**config.mk**
```make
export PLATFORM = sky130hd
export DESIGN_NAME = eop_embedder
export DESIGN_NICKNAME = d
export VERILOG_FILES = /design/src/rtl/eop_embed_pkg.sv /design/src/rtl/eop_esc_match.sv /design/src/rtl/eop_group_seq.sv /design/src/rtl/eop_out_stage.sv /design/src/rtl/eop_embedder.sv
export SDC_FILE = /design/constraint.sdc
export NUM_CORES = 1
export LEC_CHECK = 0
export BUFFER_PORTS_ARGS = -buffer_cell sky130_fd_sc_hd__buf_2
export CAP_MARGIN = 20
export CORE_ASPECT_RATIO = 0.6
export CORE_MARGIN = 4
export CORE_UTILIZATION = 53
export DETAILED_ROUTE_END_ITERATION = 16
export GPL_TIMING_DRIVEN = 0
export PLACE_DENSITY = 0.81
export SETUP_SLACK_MARGIN = 0.5
export SYNTH_ARGS = -nofsm -noshare
export SYNTH_HDL_FRONTEND = slang
export SYNTH_SLANG_ARGS = --single-unit
```
**constraint.sdc**
```tcl
create_clock -name clk -period 3.1 [get_ports clk]
set_input_delay 0.155 -clock clk [delete_from_list [all_inputs] [get_ports clk]]
set_output_delay 0.155 -clock clk [all_outputs]
set_load 0.03 [all_outputs]
```
**src/rtl/eop_embed_pkg.sv**
```systemverilog
package eop_embed_pkg;

  // Phase of the three-word group sequencer
  typedef enum logic [1:0] {
    PH_IDLE = 2'd0,  // pass-through, next word may start a group
    PH_CTRL = 2'd1,  // escape already pushed, control word is next
    PH_DATA = 2'd2   // control already pushed, payload is next
  } phase_e;

endpackage

```
**src/rtl/eop_esc_match.sv**
```systemverilog
module eop_esc_match #(
  parameter int                DATA_W  = 64,
  parameter int                LANE_W  = 16,
  parameter logic [DATA_W-1:0] PATTERN = 64'hDEADBEEFFEEDCAFE
) (
  input  logic [DATA_W-1:0] word,
  output logic              hit
);
  localparam int NLANE = DATA_W / LANE_W;

  logic [NLANE-1:0] lane_eq;

  // Equality split into lanes so the reduction tree stays shallow
  for (genvar l = 0; l < NLANE; l++) begin : g_lane
    assign lane_eq[l] = (word[l*LANE_W +: LANE_W] == PATTERN[l*LANE_W +: LANE_W]);
  end

  assign hit = &lane_eq;

  initial begin
    if (DATA_W % LANE_W != 0) $error("DATA_W must be a multiple of LANE_W");
  end
endmodule

```
**src/rtl/eop_group_seq.sv**
```systemverilog
module eop_group_seq
  import eop_embed_pkg::*;
#(
  parameter int                DATA_W   = 64,
  parameter int                CTRL_W   = 32,
  parameter int                LANE_W   = 16,
  parameter logic [DATA_W-1:0] ESC_WORD = 64'hDEADBEEFFEEDCAFE,
  parameter logic [CTRL_W-1:0] EOP_CODE = 1,
  parameter logic [CTRL_W-1:0] LIT_CODE = 0
) (
  input  logic              clk,
  input  logic              rst,
  input  logic              clr,
  input  logic [DATA_W-1:0] in_data,
  input  logic              in_valid,
  input  logic              in_last,
  output logic              in_ready,
  input  logic              slot_free,
  output logic              push,
  output logic [DATA_W-1:0] push_data
);
  localparam logic [DATA_W-1:0] EOP_WORD = DATA_W'(EOP_CODE);
  localparam logic [DATA_W-1:0] LIT_WORD = DATA_W'(LIT_CODE);

  phase_e ph_q, ph_d;
  logic   eop_q, eop_d;
  logic   esc_hit;
  logic   needs_group;

  eop_esc_match #(
    .DATA_W (DATA_W),
    .LANE_W (LANE_W),
    .PATTERN(ESC_WORD)
  ) u_match (
    .word(in_data),
    .hit (esc_hit)
  );

  assign needs_group = in_last | esc_hit;

  // Ready never looks at downstream ready, only at the registered slot state
  assign in_ready = slot_free &&
                    (((ph_q == PH_IDLE) && !needs_group) || (ph_q == PH_DATA));

  always_comb begin
    ph_d      = ph_q;
    eop_d     = eop_q;
    push      = 1'b0;
    push_data = in_data;
    unique case (ph_q)
      PH_IDLE: begin
        if (in_valid && slot_free) begin
          push = 1'b1;
          if (needs_group) begin
            push_data = ESC_WORD;
            eop_d     = in_last;
            ph_d      = PH_CTRL;
          end
        end
      end
      PH_CTRL: begin
        if (slot_free) begin
          push      = 1'b1;
          push_data = eop_q ? EOP_WORD : LIT_WORD;
          ph_d      = PH_DATA;
        end
      end
      PH_DATA: begin
        if (in_valid && slot_free) begin
          push = 1'b1;
          ph_d = PH_IDLE;
        end
      end
      default: ph_d = PH_IDLE;
    endcase
  end

  always_ff @(posedge clk) begin
    if (rst || clr) begin
      ph_q  <= PH_IDLE;
      eop_q <= 1'b0;
    end else begin
      ph_q  <= ph_d;
      eop_q <= eop_d;
    end
  end


  esc_enter_chk: assert property (@(posedge clk) disable iff (rst)
    (ph_q == PH_IDLE && push && needs_group && !clr) |=> (ph_q == PH_CTRL));


  ctrl_advance_chk: assert property (@(posedge clk) disable iff (rst)
    (ph_q == PH_CTRL && push && !clr) |=> (ph_q == PH_DATA));


  data_release_chk: assert property (@(posedge clk) disable iff (rst)
    (ph_q == PH_DATA && in_valid && in_ready && !clr) |=> (ph_q == PH_IDLE));


  clr_idle_chk: assert property (@(posedge clk) disable iff (rst)
    clr |=> (ph_q == PH_IDLE));
endmodule

```
**src/rtl/eop_out_stage.sv**
```systemverilog
module eop_out_stage #(
  parameter int DATA_W = 64
) (
  input  logic              clk,
  input  logic              rst,
  input  logic              clr,
  input  logic              push,
  input  logic [DATA_W-1:0] push_data,
  output logic              slot_free,
  output logic [DATA_W-1:0] out_data,
  output logic              out_valid,
  input  logic              out_ready
);
  localparam logic [1:0] CNT_EMPTY = 2'd0;
  localparam logic [1:0] CNT_ONE   = 2'd1;
  localparam logic [1:0] CNT_TWO   = 2'd2;

  logic [1:0]        cnt_q;
  logic [DATA_W-1:0] head_q, tail_q;
  logic              pop;

  assign slot_free = (cnt_q != CNT_TWO);
  assign out_valid = (cnt_q != CNT_EMPTY);
  assign out_data  = head_q;
  assign pop       = out_valid && out_ready;

  always_ff @(posedge clk) begin
    if (rst || clr) begin
      cnt_q <= CNT_EMPTY;
    end else begin
      unique case (cnt_q)
        CNT_EMPTY: if (push) cnt_q <= CNT_ONE;
        CNT_ONE: begin
          if (push && !pop)      cnt_q <= CNT_TWO;
          else if (!push && pop) cnt_q <= CNT_EMPTY;
        end
        CNT_TWO: if (pop) cnt_q <= CNT_ONE;
        default: cnt_q <= CNT_EMPTY;
      endcase
    end
  end

  always_ff @(posedge clk) begin
    if ((cnt_q == CNT_EMPTY && push) || (cnt_q == CNT_ONE && push && pop))
      head_q <= push_data;
    else if (cnt_q == CNT_TWO && pop)
      head_q <= tail_q;
    if (cnt_q == CNT_ONE && push && !pop)
      tail_q <= push_data;
  end


  out_hold_chk: assert property (@(posedge clk) disable iff (rst)
    (out_valid && !out_ready && !clr) |=> (out_valid && $stable(out_data)));


  fill_stall_chk: assert property (@(posedge clk) disable iff (rst)
    (cnt_q == CNT_ONE && push && !pop && !clr) |=> !slot_free);


  clr_empty_chk: assert property (@(posedge clk) disable iff (rst)
    clr |=> !out_valid);
endmodule

```
**src/rtl/eop_embedder.sv**
```systemverilog
module eop_embedder #(
  parameter int                DATA_W   = 64,
  parameter int                CTRL_W   = 32,
  parameter int                LANE_W   = 16,
  parameter logic [DATA_W-1:0] ESC_WORD = 64'hDEADBEEFFEEDCAFE,
  parameter logic [CTRL_W-1:0] EOP_CODE = 1,
  parameter logic [CTRL_W-1:0] LIT_CODE = 0
) (
  input  logic              clk,
  input  logic              rst,
  input  logic              clr,
  input  logic [DATA_W-1:0] in_data,
  input  logic              in_valid,
  input  logic              in_last,
  output logic              in_ready,
  output logic [DATA_W-1:0] out_data,
  output logic              out_valid,
  input  logic              out_ready
);
  logic              slot_free;
  logic              push;
  logic [DATA_W-1:0] push_data;

  eop_group_seq #(
    .DATA_W  (DATA_W),
    .CTRL_W  (CTRL_W),
    .LANE_W  (LANE_W),
    .ESC_WORD(ESC_WORD),
    .EOP_CODE(EOP_CODE),
    .LIT_CODE(LIT_CODE)
  ) u_seq (
    .clk      (clk),
    .rst      (rst),
    .clr      (clr),
    .in_data  (in_data),
    .in_valid (in_valid),
    .in_last  (in_last),
    .in_ready (in_ready),
    .slot_free(slot_free),
    .push     (push),
    .push_data(push_data)
  );

  eop_out_stage #(
    .DATA_W(DATA_W)
  ) u_stage (
    .clk      (clk),
    .rst      (rst),
    .clr      (clr),
    .push     (push),
    .push_data(push_data),
    .slot_free(slot_free),
    .out_data (out_data),
    .out_valid(out_valid),
    .out_ready(out_ready)
  );


  push_room_chk: assert property (@(posedge clk) disable iff (rst)
    push |-> slot_free);

  initial begin
    if (CTRL_W > DATA_W) $error("CTRL_W must not exceed DATA_W");
  end
endmodule

```
==> impl_metrics.tcl, run 1 <==
set metrics [dict create \
    pwr-share-comb_pct 14.2 \
    die_h_um 88.32 \
    final_nets 694 \
    r2r_start "u_seq.ph_q[1]" \
    pre_cts_slack_ps 321.7 \
    die-area_um2 12530 \
    antenna_found_initial 1 \
    syn_nets 536 \
    fmax_mhz 409.7 \
    grt_start_max_net_pins 43 \
    clk_latency_ps 420 \
    hold_class "in -> reg" \
    synth_edf_count 128 \
    placementRows 28 \
    yosysUniqueCellTypes 34 \
    reg2reg_slack_ps 660 \
    crit_path_start_kind "register" \
    dpl.hpwl_mm 10.86 \
    start_util_pct 56.08 \
    cp_max_fo 16 \
    p_int_mw 3.467 \
    grt_pass1_vias 4318 \
    synth_commonest_cells "edfxtp_1 (128), nand2_1 (99), nor2_1 (53), a31oi_1 (48), and3_1 (30)" \
    tns_ps 0 \
    synthesis.area_um2 5698 \
    postRouteAntennaNets 0 \
    synth_seq_area_share_pct 69.21 \
    netlist.area_leader.share_pct 67.46 \
    synth_ff_type "edfxtp_1" \
    htreeDepth 4 \
    viasPerCell 6.091 \
    whs_ps 21.93 \
    power.switching_mw 1.212 \
    cp.required_ps 3190 \
    drive_gt1_share_pct 30.97 \
    synth.area.top_cells "edfxtp_1 (67%), nand2_1 (6.5%), a31oi_1 (5.3%)" \
    routedWlPerCell_um 20.83 \
    io_buffers 135 \
    design_area_um2 7176 \
    grtUsageTotal_pct 25.48 \
    grt_pass1_wl_mm 23.83 \
    vias 4702 \
    synthesis.instances 466 \
    worstSetupEndpointType "register" \
    fillers 711 \
    synth.avg_cell_area_um2 12.23 \
    rr_worst_depth 6 \
    io_pins 136 \
    drc 0 \
    wirelength_mm 16.08 \
    p_leak_nw 2.979 \
    vdd_drop_max_uv 461.7 \
    cap_violations 0 \
    startpoint "u_seq.ph_q[1]" \
    synth_warnings 0 \
    finalMaxSlewViolations 0 \
    clock_power_share_pct 40.4 \
    min_from "in_last" \
    drtIter0Drc 798 \
    switching_share_pct 25.90 \
    cp.arrival_ps 2530 \
    core_region_area_um2 10160 \
    cts_setup_buffers 0 \
    placed_cell_area_um2 6573 \
    clk_transition_reported_paths_ps 50 \
    yosysTopAreaCell "edfxtp_1" \
    area_delta_synth_final_pct 25.93 \
    period_share_pct 78.73 \
    r2r_end "u_stage.out_data[28]" \
    grt.overflow.total 0 \
    dr.pass1.iters 6 \
    setup_viol 0 \
    worst_slack_ps 659.5 \
    fin_skew_ps 4.814 \
    outcome "finished, final reports clean" \
    cts_sinks 133 \
    slew_headroom_pct 50.12 \
    fin_crit_ps 2441 \
    rsz0062_at_grt "false" \
    final_core_util_pct 70.63 \
    cts_buffers 17 \
    gp_congestion 0.8917 \
    synth-seq-cells 133 \
    seqPwrFrac_pct 45.5 \
    worst-setup-path-type "reg -> reg" \
    async_flop_share_pct 0 \
    hold_depth 3 \
    die_x_um 141.9 \
    root_buffer "clkbuf_16" \
    hold_violations 0 \
    min_delay_worst_endpoint "u_seq.eop_q" \
    p_per_area_nw_per_um2 652.0 \
    yosys.cell_count.top_type "edfxtp_1" \
    worst_pin_slew_ps 743.2 \
    cts_tree "built" \
    clock_path_buffers 2 \
]
logic make-up (layout without fill, tap and decap cells):
logic type / after synthesis / in the layout / synth area share [%]
simple gates: 216 / 216 / 17.79
mux: 2 / 2 / 0.3733
other cells: 0 / 1 / 0
flops: 133 / 133 / 69.21
compound gates: 77 / 80 / 9.245
buf+inv: 38 / 205 / 3.382
sequential cells by signal, indices dropped and copies added, names as in the netlist:
signal / count
u_stage.cnt_q: 2
u_seq.eop_q: 1
u_stage.out_data: 64
u_seq.ph_q: 2
u_stage.tail_q: 64
worst max-delay path, cell delays in order (launching register included):
cell      delay [ps]
dfxtp_1          330
nand2b_1         190
a21oi_1          310
and2b_1          350
buf_4            230
buf_2            340
a31o_4           350
worst max-delay path by stage:
stage,end,cells after the start,slack [ps]
global route,u_stage.out_data[62],6,580
detailed placement,u_stage.out_data[46],6,320
CTS,u_stage.out_data[56],6,600
global placement,u_stage.out_data[40],6,-80
finish,u_stage.out_data[28],6,660
floorplan,u_stage.out_data[0],6,530
placed cells by master, fill, tap and decap left out, types with 2 or more instances in the layout:
master      Yosys  layout
edfxtp_1      128     128
a31o_4          0       4
nand4b_1       10      10
dfxtp_1         5       5
inv_1           2       2
nand2_1        99      99
nor4_1          4       4
nand2b_1        4       4
nor3_1          2       2
nand4bb_1       3       3
clkbuf_1       13      16
or2_2           3       3
a22o_1         15      15
nand4_1         3       3
buf_6           3       3
clkinv_2        0       5
bufinv_16       0       2
a31oi_1        48      48
nor2_1         53      53
a21oi_1         6       6
and3_1         30      30
buf_2          19     154
clkbuf_16       0      17
clkinvlp_4      0       3
cell type report:
cell class	count	area, um2	share of cell area [%]
Sequential cell	133	3944	54.96
Multi-Input combinational cell	298	1624	22.63
Timing Repair Buffer	136	695.7	9.695
Clock buffer	20	436.7	6.085
Buffer	36	185.2	2.581
Tap cell	135	168.9	2.354
Clock inverter	11	111.4	1.552
Inverter	2	7.507	0.1046
Antenna cell	1	2.502	0.03487
power by group through the flow:
stage	clock network, mW	registers, mW	logic [mW]
after floorplan	0	2.32	0.248
after global placement	0	2.16	0.614
after CTS	1.89	2.13	0.642
after global routing	2.00	2.13	0.708
after detailed placement	0	2.16	0.634
final	1.89	2.13	0.663
routing by layer:
layer | vias to the layer above | part of all wire, % | track usage, %
met2 | 371 | 44 | 36.80
li1 | 2072 | - | -
met1 | 2220 | 39 | 37.03
met5 | - | 0.044 | 0
met3 | 37 | 15 | 9.017
met4 | 2 | 2.0 | 6.882
per-stage QoR:
stage,power [mW],instances
2_1_floorplan,2.571,466
3_3_place_gp,2.776,736
3_5_place_dp,2.798,737
4_1_cts,4.664,769
5_1_grt,4.846,771
6_report,4.679,772
timing repair:
action	in CTS	in global routing
hold buffers	0	0
gates resized for setup	1	2
setup endpoints to repair	64	55
gates cloned	1	2
No activity file was read; power rests on OpenSTA's default activity.
==> run 2: changes to the inputs <==
Settings changed: CORE_UTILIZATION 53 to 48, PLACE_DENSITY 0.81 to 0.78.
Clock period 3.1 ns to 2.1 ns, I/O delays scaled along.
==> run 2 against run 1 <==
  * Non-clock buffer count up 57
  * Clock skew increased by 9.3 ps
  * Final cell count is 11% higher
  * Power increased by 65%
  * Utilization grew 11 points
  * Global-route usage up 4.9 points
  * Hold slack got worse by 17 ps
  * Via count increased by 24%
  * Critical path type unchanged
  * Fmax rose by 33%
  * Clock power up 52%
  * Sequential power is 48% higher
  * Wire length is 57% higher
==> impl_metrics.tcl, run 2 (synthesized netlist as in run 1, its figures left out) <==
set metrics [dict create \
    cp_max_fo 8 \
    clock_path_buffers 2 \
    final_core_util_pct 82.07 \
    tns_ps 0 \
    rsz0062_at_grt "true" \
    placed_cell_area_um2 6625 \
    min_from "clr" \
    htreeDepth 4 \
    period_share_pct 87.41 \
    design_area_um2 9395 \
    grt_start_max_net_pins 33 \
    grt.overflow.total 0 \
    vdd_drop_max_uv 637.2 \
    cts_sinks 133 \
    cts_buffers 17 \
    outcome "finished, final reports clean" \
    routedWlPerCell_um 29.36 \
    grt_pass1_vias 5229 \
    cts_tree "built" \
    instances_no_fill 860 \
    dpl.hpwl_mm 10.95 \
    path_cells "nand2b_4, a21oi_4, and2b_4, buf_8, buf_12, buf_16, a31o_4" \
    viasPerCell 6.799 \
    drtIter0Drc 883 \
    wirelength_mm 25.25 \
    die_x_um 148.7 \
    gp_congestion 0.9030 \
    cap_violations 0 \
    whs_ps 4.705 \
    die_h_um 92.40 \
    fin_skew_ps 14.10 \
    worstSetupEndpointType "register" \
    dp_cells 761 \
    drc 0 \
    rr_worst_depth 7 \
    crit_path_start_kind "register" \
    setup_viol 0 \
    final_nets 756 \
    clk_latency_ps 430 \
    core_region_area_um2 11450 \
    postRouteAntennaNets 0 \
    grtUsageTotal_pct 30.33 \
    antenna_found_initial 1 \
    p_per_area_nw_per_um2 821.8 \
    slowest_delay_ps 320 \
    vias 5847 \
    worst_pin_slew_ps 559.4 \
    clk_transition_reported_paths_ps 60 \
    r2r_end "u_stage.out_data[34]" \
    cpMaxStageDelayCell "dfxtp_2" \
    hold_class "in -> reg" \
    layout_common_cells "buf_2 (129), edfxtp_1 (128), nand2_1 (47)" \
    placementRows 30 \
    drive_gt1_share_pct 57.22 \
    io_pins 136 \
    fmax_mhz 544.8 \
    r2r_start "u_seq.ph_q[1]" \
    hold_violations 0 \
    hold_depth 3 \
    min_delay_worst_endpoint "u_seq.ph_q[0]" \
    worst-setup-path-type "reg -> reg" \
    dr.pass1.iters 7 \
    io_buffers 135 \
    cp.arrival_ps 1960 \
    finalMaxSlewViolations 0 \
    reg2reg_slack_ps 260 \
    die-area_um2 13740 \
    slew_headroom_pct 62.37 \
    p_leak_nw 3.703 \
    start_util_pct 49.77 \
    cp.required_ps 2220 \
    grt_pass1_wl_mm 30.59 \
    fin_crit_ps 1836 \
    root_buffer "clkbuf_16" \
    final_common_cell "buf_2" \
    area_delta_synth_final_pct 64.89 \
]
-- run 2: changes by cell type in the layout (fill, tap and decap cells not counted), moves of 13 or more --
cell and change:
buf_2 -25, nand2_1 -52, and3_4 +15, nor2_1 -21
nand2_4 +20, buf_8 +18, a31oi_4 +27, nand2_2 +32
clkbuf_1 -15, nor2_4 +13, buf_4 +15, buf_6 +25
a31oi_1 -33, and3_1 -15
-- run 2: how the worst max path moves through the flow --
stage / from / endpoint / slack [ps] / cells past startpoint
2_1_floorplan: u_seq.ph_q[1] / u_stage.out_data[0] / 120 / 6
3_3_place_gp: u_seq.ph_q[1] / u_stage.out_data[43] / -230 / 6
3_5_place_dp: u_seq.ph_q[1] / u_stage.out_data[37] / -330 / 6
4_1_cts: u_seq.ph_q[0] / u_stage.out_data[56] / 360 / 8
5_1_grt: u_stage.cnt_q[0] / u_stage.out_data[12] / 280 / 8
6_report: u_seq.ph_q[1] / u_stage.out_data[34] / 260 / 7
-- run 2: per-stage QoR --
step	total power, mW	worst slack, ps
2_1_floorplan	3.804	124.6
4_1_cts	7.206	361.5
6_report	7.721	264.5
3_5_place_dp	4.142	-331.4
3_3_place_gp	4.111	-228.6
5_1_grt	7.848	277.1
-- run 2: metal layers --
layer	wire length, um	global-route usage [%]
met1	8817	39.68
met2	10810	43.90
met3	4053	12.13
met4	1557	15.22
met5	13	0
-- run 2: timing repair --
| item | CTS | global route |
|---|---|---|
| setup endpoints to repair | 258 | 259 |
| gates cloned | 19 | 5 |
| gates resized for setup | 145 | 207 |
| endpoints found under the hold margin | 11 | 0 |
| hold buffers | 11 | 0 |
| pin swaps | 21 | 18 |
| setup buffers | 28 | 3 |
-- run 2: power breakdown --
group | switching [mW] | leakage (nW) | internal (mW)
combinational | 1.02 | 2.22 | 0.688
sequential | 0.0527 | 1.23 | 3.10
clock | 1.25 | 0.251 | 1.61
total | 2.32 | 3.70 | 5.40
-- run 2: final cells by class --
type / count / area (um2)
multi-input combinational: 303 / 2665
antenna: 1 / 2.502
sequential: 133 / 3956
clock inverter: 14 / 111.4
inverter: 2 / 15.01
tap: 160 / 200.2
buffer: 36 / 483.0
fill: 499 / 2053
clock buffer: 18 / 429.2
timing repair buffer: 193 / 1533
-- run 2: critical path: cells and delay by family (launching register included) --
kind / cells / cell delay (ps)
simple gates: 2 / 420
buf+inv: 3 / 400
compound gates: 2 / 370
flops: 1 / 320
==> run 3: changes to the inputs <==
Settings changed: CORE_ASPECT_RATIO 0.6 to 1.4.
==> run 3 against run 2 <==
  * Critical path depth is 1 higher
  * Fmax is 0.93% lower
  * First-iteration DRC count shrank 16%
  * Clock-buffer cell count rose by 2
  * Hold slack improved by 1.2 ps
  * Largest cell class unchanged
==> impl_metrics.tcl, run 3 (synthesized netlist as in run 1, its figures left out) <==
set metrics [dict create \
    outcome "finished, final reports clean" \
    fmax_mhz 539.8 \
    whs_ps 5.935 \
    final_common_cell "buf_2" \
    gp_congestion 0.8578 \
    core_region_area_um2 11450 \
    routedWlPerCell_um 26.55 \
    cts_tree "built" \
    htreeDepth 4 \
    finalMaxSlewViolations 0 \
    postRouteAntennaNets 0 \
    p_per_area_nw_per_um2 875.5 \
    path_cells "nand2b_4, a21oi_4, and2b_2, buf_6, buf_4, buf_6, and3_1, a22o_1" \
    worst_pin_slew_ps 467.3 \
    io_pins 136 \
    grt_pass1_vias 5200 \
    cp.buffers_inverters 3 \
    power.total_mw 7.708 \
    cp_max_fo 6 \
    pre_cts_slack_ps -233.4 \
    dr.pass1.iters 6 \
    fin_crit_ps 1853 \
    path_delay_family "simple AND/OR/NAND/NOR gates" \
    instances_no_fill 846 \
    setup_viol 0 \
    clock_path_buffers 2 \
    cts_buffers 17 \
    wirelength_mm 22.46 \
    dp_cells 746 \
    final_nets 758 \
    die_x_um 100.1 \
    placementRows 46 \
    worst-setup-path-type "reg -> reg" \
    worstSetupEndpointType "register" \
    cap_violations 0 \
    viasPerCell 6.590 \
    cts_sinks 133 \
    hold_violations 0 \
    clk_transition_reported_paths_ps 70 \
    rsz0062_at_grt "true" \
    grtUsageTotal_pct 28.41 \
    timing.critical_path.mode_cell "buf_6" \
    dpl.hpwl_mm 10.74 \
    clk_latency_ps 430 \
    slew_headroom_pct 68.84 \
    root_buffer "clkbuf_16" \
    drtIter0Drc 740 \
    grt_start_max_net_pins 33 \
    start_util_pct 49.75 \
    io_buffers 135 \
    worst_slack_ps 247.3 \
    crit_path_start_kind "register" \
    final_core_util_pct 76.87 \
    vias 5575 \
    cpMaxStageDelayCell "dfxtp_4" \
    area_delta_synth_final_pct 54.52 \
    grt.overflow.total 0 \
    cp.arrival_ps 2020 \
    die-area_um2 13700 \
    period_share_pct 88.22 \
    grt_pass1_wl_mm 28.65 \
    layout_common_cells "buf_2 (135), edfxtp_1 (128), nand2_1 (86)" \
    fin_skew_ps 13.95 \
    slowest_delay_ps 390 \
    vdd_drop_max_uv 880.6 \
    antenna_found_initial 2 \
    drive_gt1_share_pct 46.36 \
    die_h_um 136.9 \
    cp.required_ps 2260 \
    p_leak_nw 3.642 \
    drc 0 \
    hold_class "in -> reg" \
]
[run 3: path summary, 6_finish.rpt]
kind	slack, ps	startpoint	depth (start not counted)	endpoint
hold reg to reg	550	u_stage.tail_q[17]	1	u_stage.out_data[17]
setup reg to reg	250	u_seq.ph_q[0]	8	u_stage.out_data[13]
setup / recovery	250	u_seq.ph_q[0]	8	u_stage.out_data[13]
hold / removal	6	in_data[53]	3	u_stage.tail_q[53]
[run 3: where the power goes]
part,switching (mW),internal (mW)
clock,1.14,1.96
sequential,0.0479,3.10
combinational,0.870,0.585
[run 3: area by class of cell]
cell class | count | area (um2)
Timing Repair Buffer | 196 | 1521
Antenna cell | 1 | 2.502
Tap cell | 144 | 180.2
Multi-Input combinational cell | 302 | 2120
Clock inverter | 12 | 160.2
Inverter | 2 | 15.01
Sequential cell | 133 | 3959
Clock buffer | 20 | 436.7
Buffer | 36 | 410.4
Fill cell | 579 | 2649
[run 3: worst min-delay path: cells and delay by family]
kind          cells  cell delay, ps
buf+inv           1              90
simple gates      2             120
[run 3: metrics by stage]
step / instance area (um2) / setup TNS, ps
2_1_floorplan: 5748 / 0
3_3_place_gp: 6604 / -22590
3_5_place_dp: 6624 / -16210
4_1_cts: 8089 / 0
5_1_grt: 8805 / 0
6_report: 8805 / 0
[run 3: routing by layer]
metal  vias up  global-route usage, %  share of wire (%)
met1      2611                  31.65                 32
met4         2                  16.03                7.3
met5         -                      0              0.067
met3       165                  7.190                 11
li1       2215                      -                  -
met2       582                  49.22                 49
[run 3: timing repair]
action / 4_1_cts / 5_1_grt
buffers inserted: 24 / 11
hold buffers: 10 / 0
cloned: 13 / 9
endpoints found under the hold margin: 11 / 0
setup endpoints to repair: 258 / 227
pin swaps: 16 / 26
resized for setup: 104 / 103
